===== config.mk =====
export PLATFORM = sky130hd
export DESIGN_NAME = lin_brk_sync
export DESIGN_NICKNAME = d
export VERILOG_FILES = /design/src/rtl/lin_brk_pkg.sv /design/src/rtl/lin_brk_gen.sv /design/src/rtl/lin_brk_det.sv /design/src/rtl/lin_sync_edge.sv /design/src/rtl/lin_brk_sync.sv
export SDC_FILE = /design/constraint.sdc
export NUM_CORES = 1
export LEC_CHECK = 0
export CAP_MARGIN = 20
export CORE_MARGIN = 2
export CORE_UTILIZATION = 45
export CTS_CLUSTER_DIAMETER = 150
export DETAILED_ROUTE_END_ITERATION = 10
export GPL_ROUTABILITY_DRIVEN = 0
export PLACE_DENSITY = 0.66
export SLEW_MARGIN = 0
export SYNTH_ARGS = -nofsm -noshare
export SYNTH_HDL_FRONTEND = slang
export SYNTH_SLANG_ARGS = --single-unit

===== constraint.sdc =====
create_clock -name clk -period 4.5 [get_ports clk]
set_input_delay 0.9 -clock clk [delete_from_list [all_inputs] [get_ports clk]]
set_output_delay 0.9 -clock clk [all_outputs]
set_load 0.01 [all_outputs]

===== src/rtl/lin_brk_pkg.sv =====
// Package: shared state encodings for the LIN break/sync handler.
// Assumes: nothing beyond IEEE 1800-2017.
package lin_brk_pkg;

    // Break generator phases
    typedef enum logic [1:0] {
        GEN_IDLE  = 2'd0,
        GEN_LOW   = 2'd1,
        GEN_DELIM = 2'd2
    } gen_st_t;

    // Sync field tracker phases
    typedef enum logic [1:0] {
        SYN_IDLE  = 2'd0,
        SYN_DELIM = 2'd1,
        SYN_START = 2'd2,
        SYN_MEAS  = 2'd3
    } syn_st_t;

endpackage


===== src/rtl/lin_brk_gen.sv =====
// Module: lin_brk_gen
// Drives the break on the transmit side. An accepted request holds the
// line low for GEN_BITS bit ticks, then keeps it released for DELIM_BITS
// ticks before the next request can be taken.
// Assumes: bit_tick_i is a single-cycle strobe; the request is only taken
// in master mode, and a break that has started always runs to its end.
module lin_brk_gen
    import lin_brk_pkg::*;
#(
    parameter int GEN_BITS   = 13,
    parameter int DELIM_BITS = 1
) (
    input  logic clk,
    input  logic rst_n,
    input  logic bit_tick_i,
    input  logic master_i,
    input  logic brk_req_i,
    output logic tx_brk_o
);
    localparam int MAXB  = (GEN_BITS > DELIM_BITS) ? GEN_BITS : DELIM_BITS;
    localparam int CNT_W = $clog2(MAXB + 1);

    gen_st_t          state;
    logic [CNT_W-1:0] cnt;

    // Phase sequencing and bit-time counting for break generation
    always_ff @(posedge clk) begin
        if (!rst_n) begin
            state <= GEN_IDLE;
            cnt   <= '0;
        end else begin
            unique case (state)
                GEN_IDLE: begin
                    if (master_i && brk_req_i) begin
                        state <= GEN_LOW;
                        cnt   <= '0;
                    end
                end
                GEN_LOW: begin
                    if (bit_tick_i) begin
                        if (cnt == CNT_W'(GEN_BITS - 1)) begin
                            state <= GEN_DELIM;
                            cnt   <= '0;
                        end else begin
                            cnt <= cnt + 1'b1;
                        end
                    end
                end
                GEN_DELIM: begin
                    if (bit_tick_i) begin
                        if (cnt == CNT_W'(DELIM_BITS - 1)) begin
                            state <= GEN_IDLE;
                            cnt   <= '0;
                        end else begin
                            cnt <= cnt + 1'b1;
                        end
                    end
                end
                default: begin
                    state <= GEN_IDLE;
                    cnt   <= '0;
                end
            endcase
        end
    end

    // Line is forced low only in the low phase (decoded from a register)
    always_comb tx_brk_o = (state == GEN_LOW);

endmodule


===== src/rtl/lin_brk_det.sv =====
// Module: lin_brk_det
// Counts bit ticks while the receive line is low and reports a break once
// DET_BITS ticks have been seen. It reports once per low run: detection
// re-arms only when the line is seen high.
// Assumes: rx_i is already synchronised; it is disabled in master mode.
module lin_brk_det #(
    parameter int DET_BITS = 11
) (
    input  logic clk,
    input  logic rst_n,
    input  logic rx_i,
    input  logic bit_tick_i,
    input  logic master_i,
    output logic brk_irq_o
);
    localparam int CNT_W = $clog2(DET_BITS + 1);

    logic             armed;
    logic [CNT_W-1:0] low_cnt;

    // Low-run measurement, arming and break pulse
    always_ff @(posedge clk) begin
        if (!rst_n) begin
            armed     <= 1'b0;
            low_cnt   <= '0;
            brk_irq_o <= 1'b0;
        end else begin
            brk_irq_o <= 1'b0;
            if (master_i) begin
                armed   <= 1'b0;
                low_cnt <= '0;
            end else if (rx_i) begin
                armed   <= 1'b1;
                low_cnt <= '0;
            end else if (armed && bit_tick_i) begin
                if (low_cnt == CNT_W'(DET_BITS - 1)) begin
                    brk_irq_o <= 1'b1;
                    armed     <= 1'b0;
                    low_cnt   <= '0;
                end else begin
                    low_cnt <= low_cnt + 1'b1;
                end
            end
        end
    end

endmodule


===== src/rtl/lin_sync_edge.sv =====
// Module: lin_sync_edge
// After a break report, waits for the delimiter (line high). It then marks
// the first falling edge as the sync start and the SYNC_FALLS-th falling
// edge as the sync stop, each with a one-cycle pulse.
// Assumes: rx_i is synchronised; a new break report restarts the tracker;
// master mode holds it idle.
module lin_sync_edge
    import lin_brk_pkg::*;
#(
    parameter int SYNC_FALLS = 5
) (
    input  logic clk,
    input  logic rst_n,
    input  logic rx_i,
    input  logic master_i,
    input  logic brk_seen_i,
    output logic sync_start_o,
    output logic sync_stop_o
);
    localparam int CNT_W = $clog2(SYNC_FALLS + 1);

    syn_st_t          state;
    logic [CNT_W-1:0] falls;
    logic             rx_q;
    logic             fall;

    // Falling edge of the receive line against its previous sample
    always_comb fall = rx_q && !rx_i;

    // Previous-sample register for edge detection
    always_ff @(posedge clk) begin
        if (!rst_n) rx_q <= 1'b1;
        else        rx_q <= rx_i;
    end

    // Sync field phase tracking and edge pulses
    always_ff @(posedge clk) begin
        if (!rst_n) begin
            state        <= SYN_IDLE;
            falls        <= '0;
            sync_start_o <= 1'b0;
            sync_stop_o  <= 1'b0;
        end else begin
            sync_start_o <= 1'b0;
            sync_stop_o  <= 1'b0;
            if (master_i) begin
                state <= SYN_IDLE;
                falls <= '0;
            end else if (brk_seen_i) begin
                state <= SYN_DELIM;
                falls <= '0;
            end else begin
                unique case (state)
                    SYN_IDLE: ;
                    SYN_DELIM: if (rx_i) state <= SYN_START;
                    SYN_START: begin
                        if (fall) begin
                            sync_start_o <= 1'b1;
                            falls        <= CNT_W'(1);
                            state        <= SYN_MEAS;
                        end
                    end
                    SYN_MEAS: begin
                        if (fall) begin
                            if (falls == CNT_W'(SYNC_FALLS - 1)) begin
                                sync_stop_o <= 1'b1;
                                falls       <= '0;
                                state       <= SYN_IDLE;
                            end else begin
                                falls <= falls + 1'b1;
                            end
                        end
                    end
                    default: state <= SYN_IDLE;
                endcase
            end
        end
    end

endmodule


===== src/rtl/lin_brk_sync.sv =====
// Module: lin_brk_sync (top)
// LIN header framing helper for a UART: break generation in master mode,
// plus break detection and sync-field edge marking in slave mode.
// Assumes: bit_tick_i comes from the UART baud generator, rx_i is
// synchronised, and data is always 8 bits wide so the 0x55 sync byte has
// DATA_BITS/2 + 1 falling edges.
module lin_brk_sync #(
    parameter int DATA_BITS  = 8,
    parameter int DET_BITS   = 11,
    parameter int GEN_BITS   = 13,
    parameter int DELIM_BITS = 1
) (
    input  logic clk,
    input  logic rst_n,
    input  logic rx_i,
    input  logic bit_tick_i,
    input  logic master_i,
    input  logic brk_req_i,
    output logic tx_brk_o,
    output logic brk_irq_o,
    output logic sync_start_o,
    output logic sync_stop_o
);
    localparam int SYNC_FALLS = DATA_BITS / 2 + 1;

    logic brk_seen;

    lin_brk_gen #(
        .GEN_BITS   (GEN_BITS),
        .DELIM_BITS (DELIM_BITS)
    ) u_gen (
        .clk        (clk),
        .rst_n      (rst_n),
        .bit_tick_i (bit_tick_i),
        .master_i   (master_i),
        .brk_req_i  (brk_req_i),
        .tx_brk_o   (tx_brk_o)
    );

    lin_brk_det #(
        .DET_BITS   (DET_BITS)
    ) u_det (
        .clk        (clk),
        .rst_n      (rst_n),
        .rx_i       (rx_i),
        .bit_tick_i (bit_tick_i),
        .master_i   (master_i),
        .brk_irq_o  (brk_seen)
    );

    lin_sync_edge #(
        .SYNC_FALLS (SYNC_FALLS)
    ) u_sync (
        .clk          (clk),
        .rst_n        (rst_n),
        .rx_i         (rx_i),
        .master_i     (master_i),
        .brk_seen_i   (brk_seen),
        .sync_start_o (sync_start_o),
        .sync_stop_o  (sync_stop_o)
    );

    // Break report doubles as the interrupt output
    always_comb brk_irq_o = brk_seen;

endmodule


Yosys cells after proc, flatten, opt, wreduce, memory -nomap -nowiden

Cells that the tools add are included.

Word-level logic and storage cells: 92
Output and inout port bits: 4
Register bits after elaboration: 20
Input bits: 6

$add $sub $neg: 3
Equal/unequal tests: 21
Mux-type cells: 29
Bitwise logic cells: 5
Reductions and logical operators: 23

Operators with widths:

| operator              | count |
|---|---|
| $mux W4               | 6 |
| $mux W2               | 9 |
| $reduce_and A5 Y1     | 3 |
| $ne A2 B1 Y1 const B  | 6 |
| $pmux W2 S3           | 2 |
| $pmux W4 S3           | 1 |
| $mux W3               | 3 |
| $ne A3 B2 Y1 const B  | 3 |
| $add A4 B1 Y4 const B | 2 |
| $eq A4 B4 Y1 const B  | 2 |
| $reduce_or A4 Y1      | 2 |
| $mux W1               | 7 |
| $eq A2 B2 Y1 const B  | 3 |
| $ne A2 B2 Y1 const B  | 3 |
| $pmux W3 S2           | 1 |
| $reduce_and A3 Y1     | 2 |
| $reduce_bool A2 Y1    | 3 |
| $reduce_or A3 Y1      | 2 |
| $not A1 Y1            | 5 |
| $reduce_or A5 Y1      | 1 |
| $eq A2 B1 Y1 const B  | 2 |
| $logic_not A4 Y1      | 1 |
| $reduce_bool A4 Y1    | 1 |
| $add A3 B1 Y3 const B | 1 |
| other kinds (8)       | 10 |

Longest topological paths before layout

Depth after elaboration: 5
Gate-level depth with buffers: 6
Mapped depth without buffers: 6

Hierarchy

A second synthesis with hierarchy kept.

Cell total of the unflattened synthesis: 127
Area total of the unflattened synthesis: 1161.1 µm²

Modules (own cells, without submodules):

| module        | cells an instance | times used | area an instance (µm²) | sequential area each (µm²) |
|---|---|---|---|---|
| lin_sync_edge | 50                | 1          | 444.2                  | 160.2 |
| lin_brk_gen   | 47                | 1          | 417.9                  | 120.1 |
| lin_brk_det   | 30                | 1          | 299.0                  | 120.1 |

Worst setup path after synthesis

Ideal clock, no wire load.

Path type: input-to-reg
From: input port rx_i
To: register u_sync.state[0]
Setup time: 122 ps
Stages on the path: 4
Setup slack: 2797 ps
Required time: 4378 ps
Buffers on the path: 0
Arrival time: 1582 ps
Cells stage by stage: nand3b_1 o22ai_1 a21oi_1 o311a_1

Cells in the longest elaborated chain, start to end: 4
Elaborated cells on any way between the ends: 6
Classes of those cells: eq/ne (3); reduce/logical (3)

Ends and longest elaborated chain:

| what                                   | line                | text |
|---|---|---|
| start, declared                        | lin_brk_sync.sv:15  | `input logic rx_i,` |
| $logic_not A1 Y1                       | lin_sync_edge.sv:28 | `always_comb fall = rx_q && !rx_i;` |
| $logic_and A1 B1 Y1                    | lin_sync_edge.sv:28 |  |
| $ne A3 B2 Y1 (no source line)          | -                   |  |
| $reduce_and A5 Y1 (no source line) (*) | -                   |  |
| end signal, assigned                   | lin_sync_edge.sv:39 | `state <= SYN_IDLE;` |
| end signal, assigned                   | lin_sync_edge.sv:47 | `state <= SYN_IDLE;` |
| end signal, assigned                   | lin_sync_edge.sv:50 | `state <= SYN_DELIM;` |
| end, declared                          | lin_sync_edge.sv:22 | `syn_st_t state;` |

Mark *: on every way between the ends. The rest lies on a longest branch, timed or not.
A chain may end at the register's enable or synchronous reset.

Worst setup path in the final report

From: register u_gen.state[1]
To: output port tx_brk_o

Cells in the longest elaborated chain, start to end: 1

Ends and longest elaborated chain:

| what                   | line               | text |
|---|---|---|
| start, declared        | lin_brk_gen.sv:23  | `gen_st_t state;` |
| start signal, assigned | lin_brk_gen.sv:29  | `state <= GEN_IDLE;` |
| start signal, assigned | lin_brk_gen.sv:35  | `state <= GEN_LOW;` |
| start signal, assigned | lin_brk_gen.sv:42  | `state <= GEN_DELIM;` |
| $eq A2 B1 Y1           | lin_brk_gen.sv:68  | `always_comb tx_brk_o = (state == GEN_LOW);` |
| end, declared          | lin_brk_sync.sv:19 | `output logic tx_brk_o,` |

Every way passes these cells.

==> results.ini <==
[run_status]
status = complete, no violations

[sta]
timing.fmax_mhz = 411
finClkSkew_ns = 0.00489
setup_viol = 0
rsz0062_at_grt = no
finalSetupTns_ns = 0
min_period_ns = 2.44
fin_crit_sh = 0.541
worstMarginPinSlew_ns = 0.444
hold_violations = 0
slew_viol_final = 0
max_slew_margin = 0.702

[power_and_ir_drop]
comb_power_share = 0.274
power_switching_mw = 0.117
power_mw = 0.400
swShare = 0.293
p_leak_nw = 0.469
power_frac_seq = 0.475
p_int_mw = 0.283
p_per_area_nw_per_um2 = 300
clkPwrFrac = 0.251
vdd_drop_max_mv = 0.233

[critical_path]
endpoint = tx_brk_o
r2r_end = u_sync.falls[2]$_SDFFE_PP0P_
cp.arrival_ns = 1.54
startpoint_type = register
crit_fanout = 4
cp-end-kind = primary output
crit_slowest_cell = clkdlybuf4s50_1
reg2reg_from = u_sync.state[0]$_SDFFE_PP0P_
required_ns = 3.60
slowest_delay_ns = 0.57
ff2ff_setup_slack_ns = 2.80
rr_worst_depth = 6
crit_chain = inv_1, ha_1, clkdlybuf4s50_1
worst-setup-path-type = register to primary output
crit_start = u_gen.state[1]$_SDFFE_PN0P_

[drt]
drc = 0
vias_per_cell = 5.68
drt-total-wl_mm = 2.42
dr.pass1.iters = 5
num_vias = 994
drtIter0Drc = 15
wl_per_cell_microns = 13.8
ant_nets = 0

[cts]
cts_root_buffer = clkbuf_4
ctsHoldBuffers = 0
cts_max_path_buffers = 2
clk_pin_slew_worst_paths_ns = 0.10
cts_buffers = 3
htree_levels = 1
clk-insertion-delay-late_ns = 0.29
clock-sinks = 20
postCtsResizedCells = 0
cts_setup_buffers = 0
cts_tree = yes

[place]
io_buffers = 9
hpwlAfterDp_mm = 1.84
dpl.cell_count = 171
post_dp_cell_area_sq_um = 1300

[floorplanning]
die_w_microns = 55.2
io_pins = 10
dieArea_sq_um = 3040
die_h_microns = 55.2
num_rows = 18
core_sq_um = 2480
initial_utilization = 0.476

[cells_and_area]
diodes = 0
finalNonFillerCells = 175
synthToLayoutAreaGrowth_pct = 13.2
drive_gt1_frac = 0.103
stdcell_area_sq_um = 1330
nets = 164

[grt]
grt_pass1_wl_mm = 3.88
grtUsageMet1 = 0.200
met2_usage = 0.335
gr-usage-all-layers = 0.179
grt_pass1_vias = 942
antenna_found_initial = 0
grt.overflow.total = 0
grtUsageMet3 = 0.0403
grt_max_degree = 12
grt-busiest-layer = met2

[synthesis]
syn_area_per_cell_sq_um = 8.80
yosysTopAreaCellShare = 0.340
synthDistinctLibCells = 40
ys_seq_area_frac = 0.340
async_flop_share = 0
yosys_warnings = 0
ys_seq_elements = 20
synth.net_count = 152
synth-edff-count = 0
synthFlopType = dfxtp_1
synth_top_area_cell = dfxtp_1
syn_inst = 134
netlist_area_sq_um = 1180
netlist_top_cells_area = dfxtp_1, ha_1, nand2_1, a21oi_1, nand4b_1

[job]
timing.max_cap.violations = 0

[worst_hold_path]
hold_path.class = register to register

==> layout by cell type, fill, tap and decap left out, types with 2 or more instances in the layout <==
master / n
clkbuf_4: 3
nor3_1: 2
nand4b_1: 5
clkdlybuf4s50_1: 9
nor2_1: 7
nand2b_1: 3
ha_1: 12
a21oi_1: 10
or3_1: 2
nand3b_1: 2
inv_1: 11
nor3_2: 2
a31oi_1: 3
nand2_1: 14
nand3_1: 6
o22ai_1: 2
o21ai_0: 5
mux2i_1: 4
nor2b_1: 2
dfxtp_1: 20
==> power by group through the flow <==
stage	combinational (mW)	clock (mW)	sequential (mW)
after floorplan	0.0826	0	0.192
after global placement	0.108	0	0.193
after detailed placement	0.109	0	0.194
after CTS	0.110	0.105	0.190
after global routing	0.120	0.111	0.191
final	0.110	0.100	0.190
==> stage by stage <==
stage                     hold slack, ns  utilization  setup slack (ns)
after floorplan                    0.449            -              2.80
after global placement             0.465        0.524              2.10
after detailed placement           0.478        0.524              2.08
after CTS                          0.494        0.538              2.03
after global routing               0.524        0.538              1.99
final                              0.499        0.538              2.06
==> sequential cells by signal (all words and copies together), names as in the netlist <==
signal and cells:
u_sync.falls 3, u_sync.sync_stop_o 1, u_gen.state 2, u_gen.cnt 4, u_det.armed 1, u_sync.sync_start_o 1, u_det.brk_irq_o 1, u_sync.state 2
u_det.low_cnt 4, u_sync.rx_q 1
==> cells in the mapped netlist (2+ instances only) <==
library cell	number
dfxtp_1	20
nand2_1	14
ha_1	12
inv_1	11
a21oi_1	10
nor2_1	7
nand3_1	6
nand4b_1	5
o21ai_0	5
mux2i_1	4
a31oi_1	3
nand2b_1	3
nand3b_1	2
nor2b_1	2
nor3_1	2
nor3_2	2
o22ai_1	2
or3_1	2
==> worst max-delay path, delay by kind of cell, from the launching register on <==
kind / cells / cell delay [ns]
buf+inv: 2 / 0.65
flops: 1 / 0.35
fa+ha+maj: 1 / 0.25
==> layer usage <==
layer	wire length, microns	part of all wire
met2	1190	0.49
met5	0	0
met1	1130	0.47
met3	84	0.035
met4	13	0.0054
==> cell families after synthesis <==
| logic type | share of synthesized area |
|---|---|
| flops | 0.340 |
| compound gates | 0.145 |
| buf+inv | 0.0456 |
| mux | 0.0435 |
| fa+ha+maj | 0.127 |
| simple gates | 0.291 |
| xor+xnor | 0.00743 |
==> final cells by class <==
cell class / count / area (sq um)
clock buffer: 4 / 36.3
multi-input combinational: 100 / 724
sequential: 20 / 400
fill: 241 / 1140
inverter: 12 / 45.0
tap: 30 / 37.5
timing repair buffer: 9 / 90.1
==> worst min-delay path by stage <==
stage               cells after the start                          from                           end
finish                                  2   u_gen.state[0]$_SDFFE_PN0P_   u_gen.state[0]$_SDFFE_PN0P_
global route                            2   u_gen.state[0]$_SDFFE_PN0P_   u_gen.state[0]$_SDFFE_PN0P_
CTS                                     2  u_sync.falls[1]$_SDFFE_PP0P_  u_sync.falls[1]$_SDFFE_PP0P_
detailed placement                      2  u_sync.falls[1]$_SDFFE_PP0P_  u_sync.falls[1]$_SDFFE_PP0P_
global placement                        2  u_sync.falls[1]$_SDFFE_PP0P_  u_sync.falls[1]$_SDFFE_PP0P_
floorplan                               2  u_sync.falls[1]$_SDFFE_PP0P_  u_sync.falls[1]$_SDFFE_PP0P_
No activity file was read; power rests on OpenSTA's default activity.
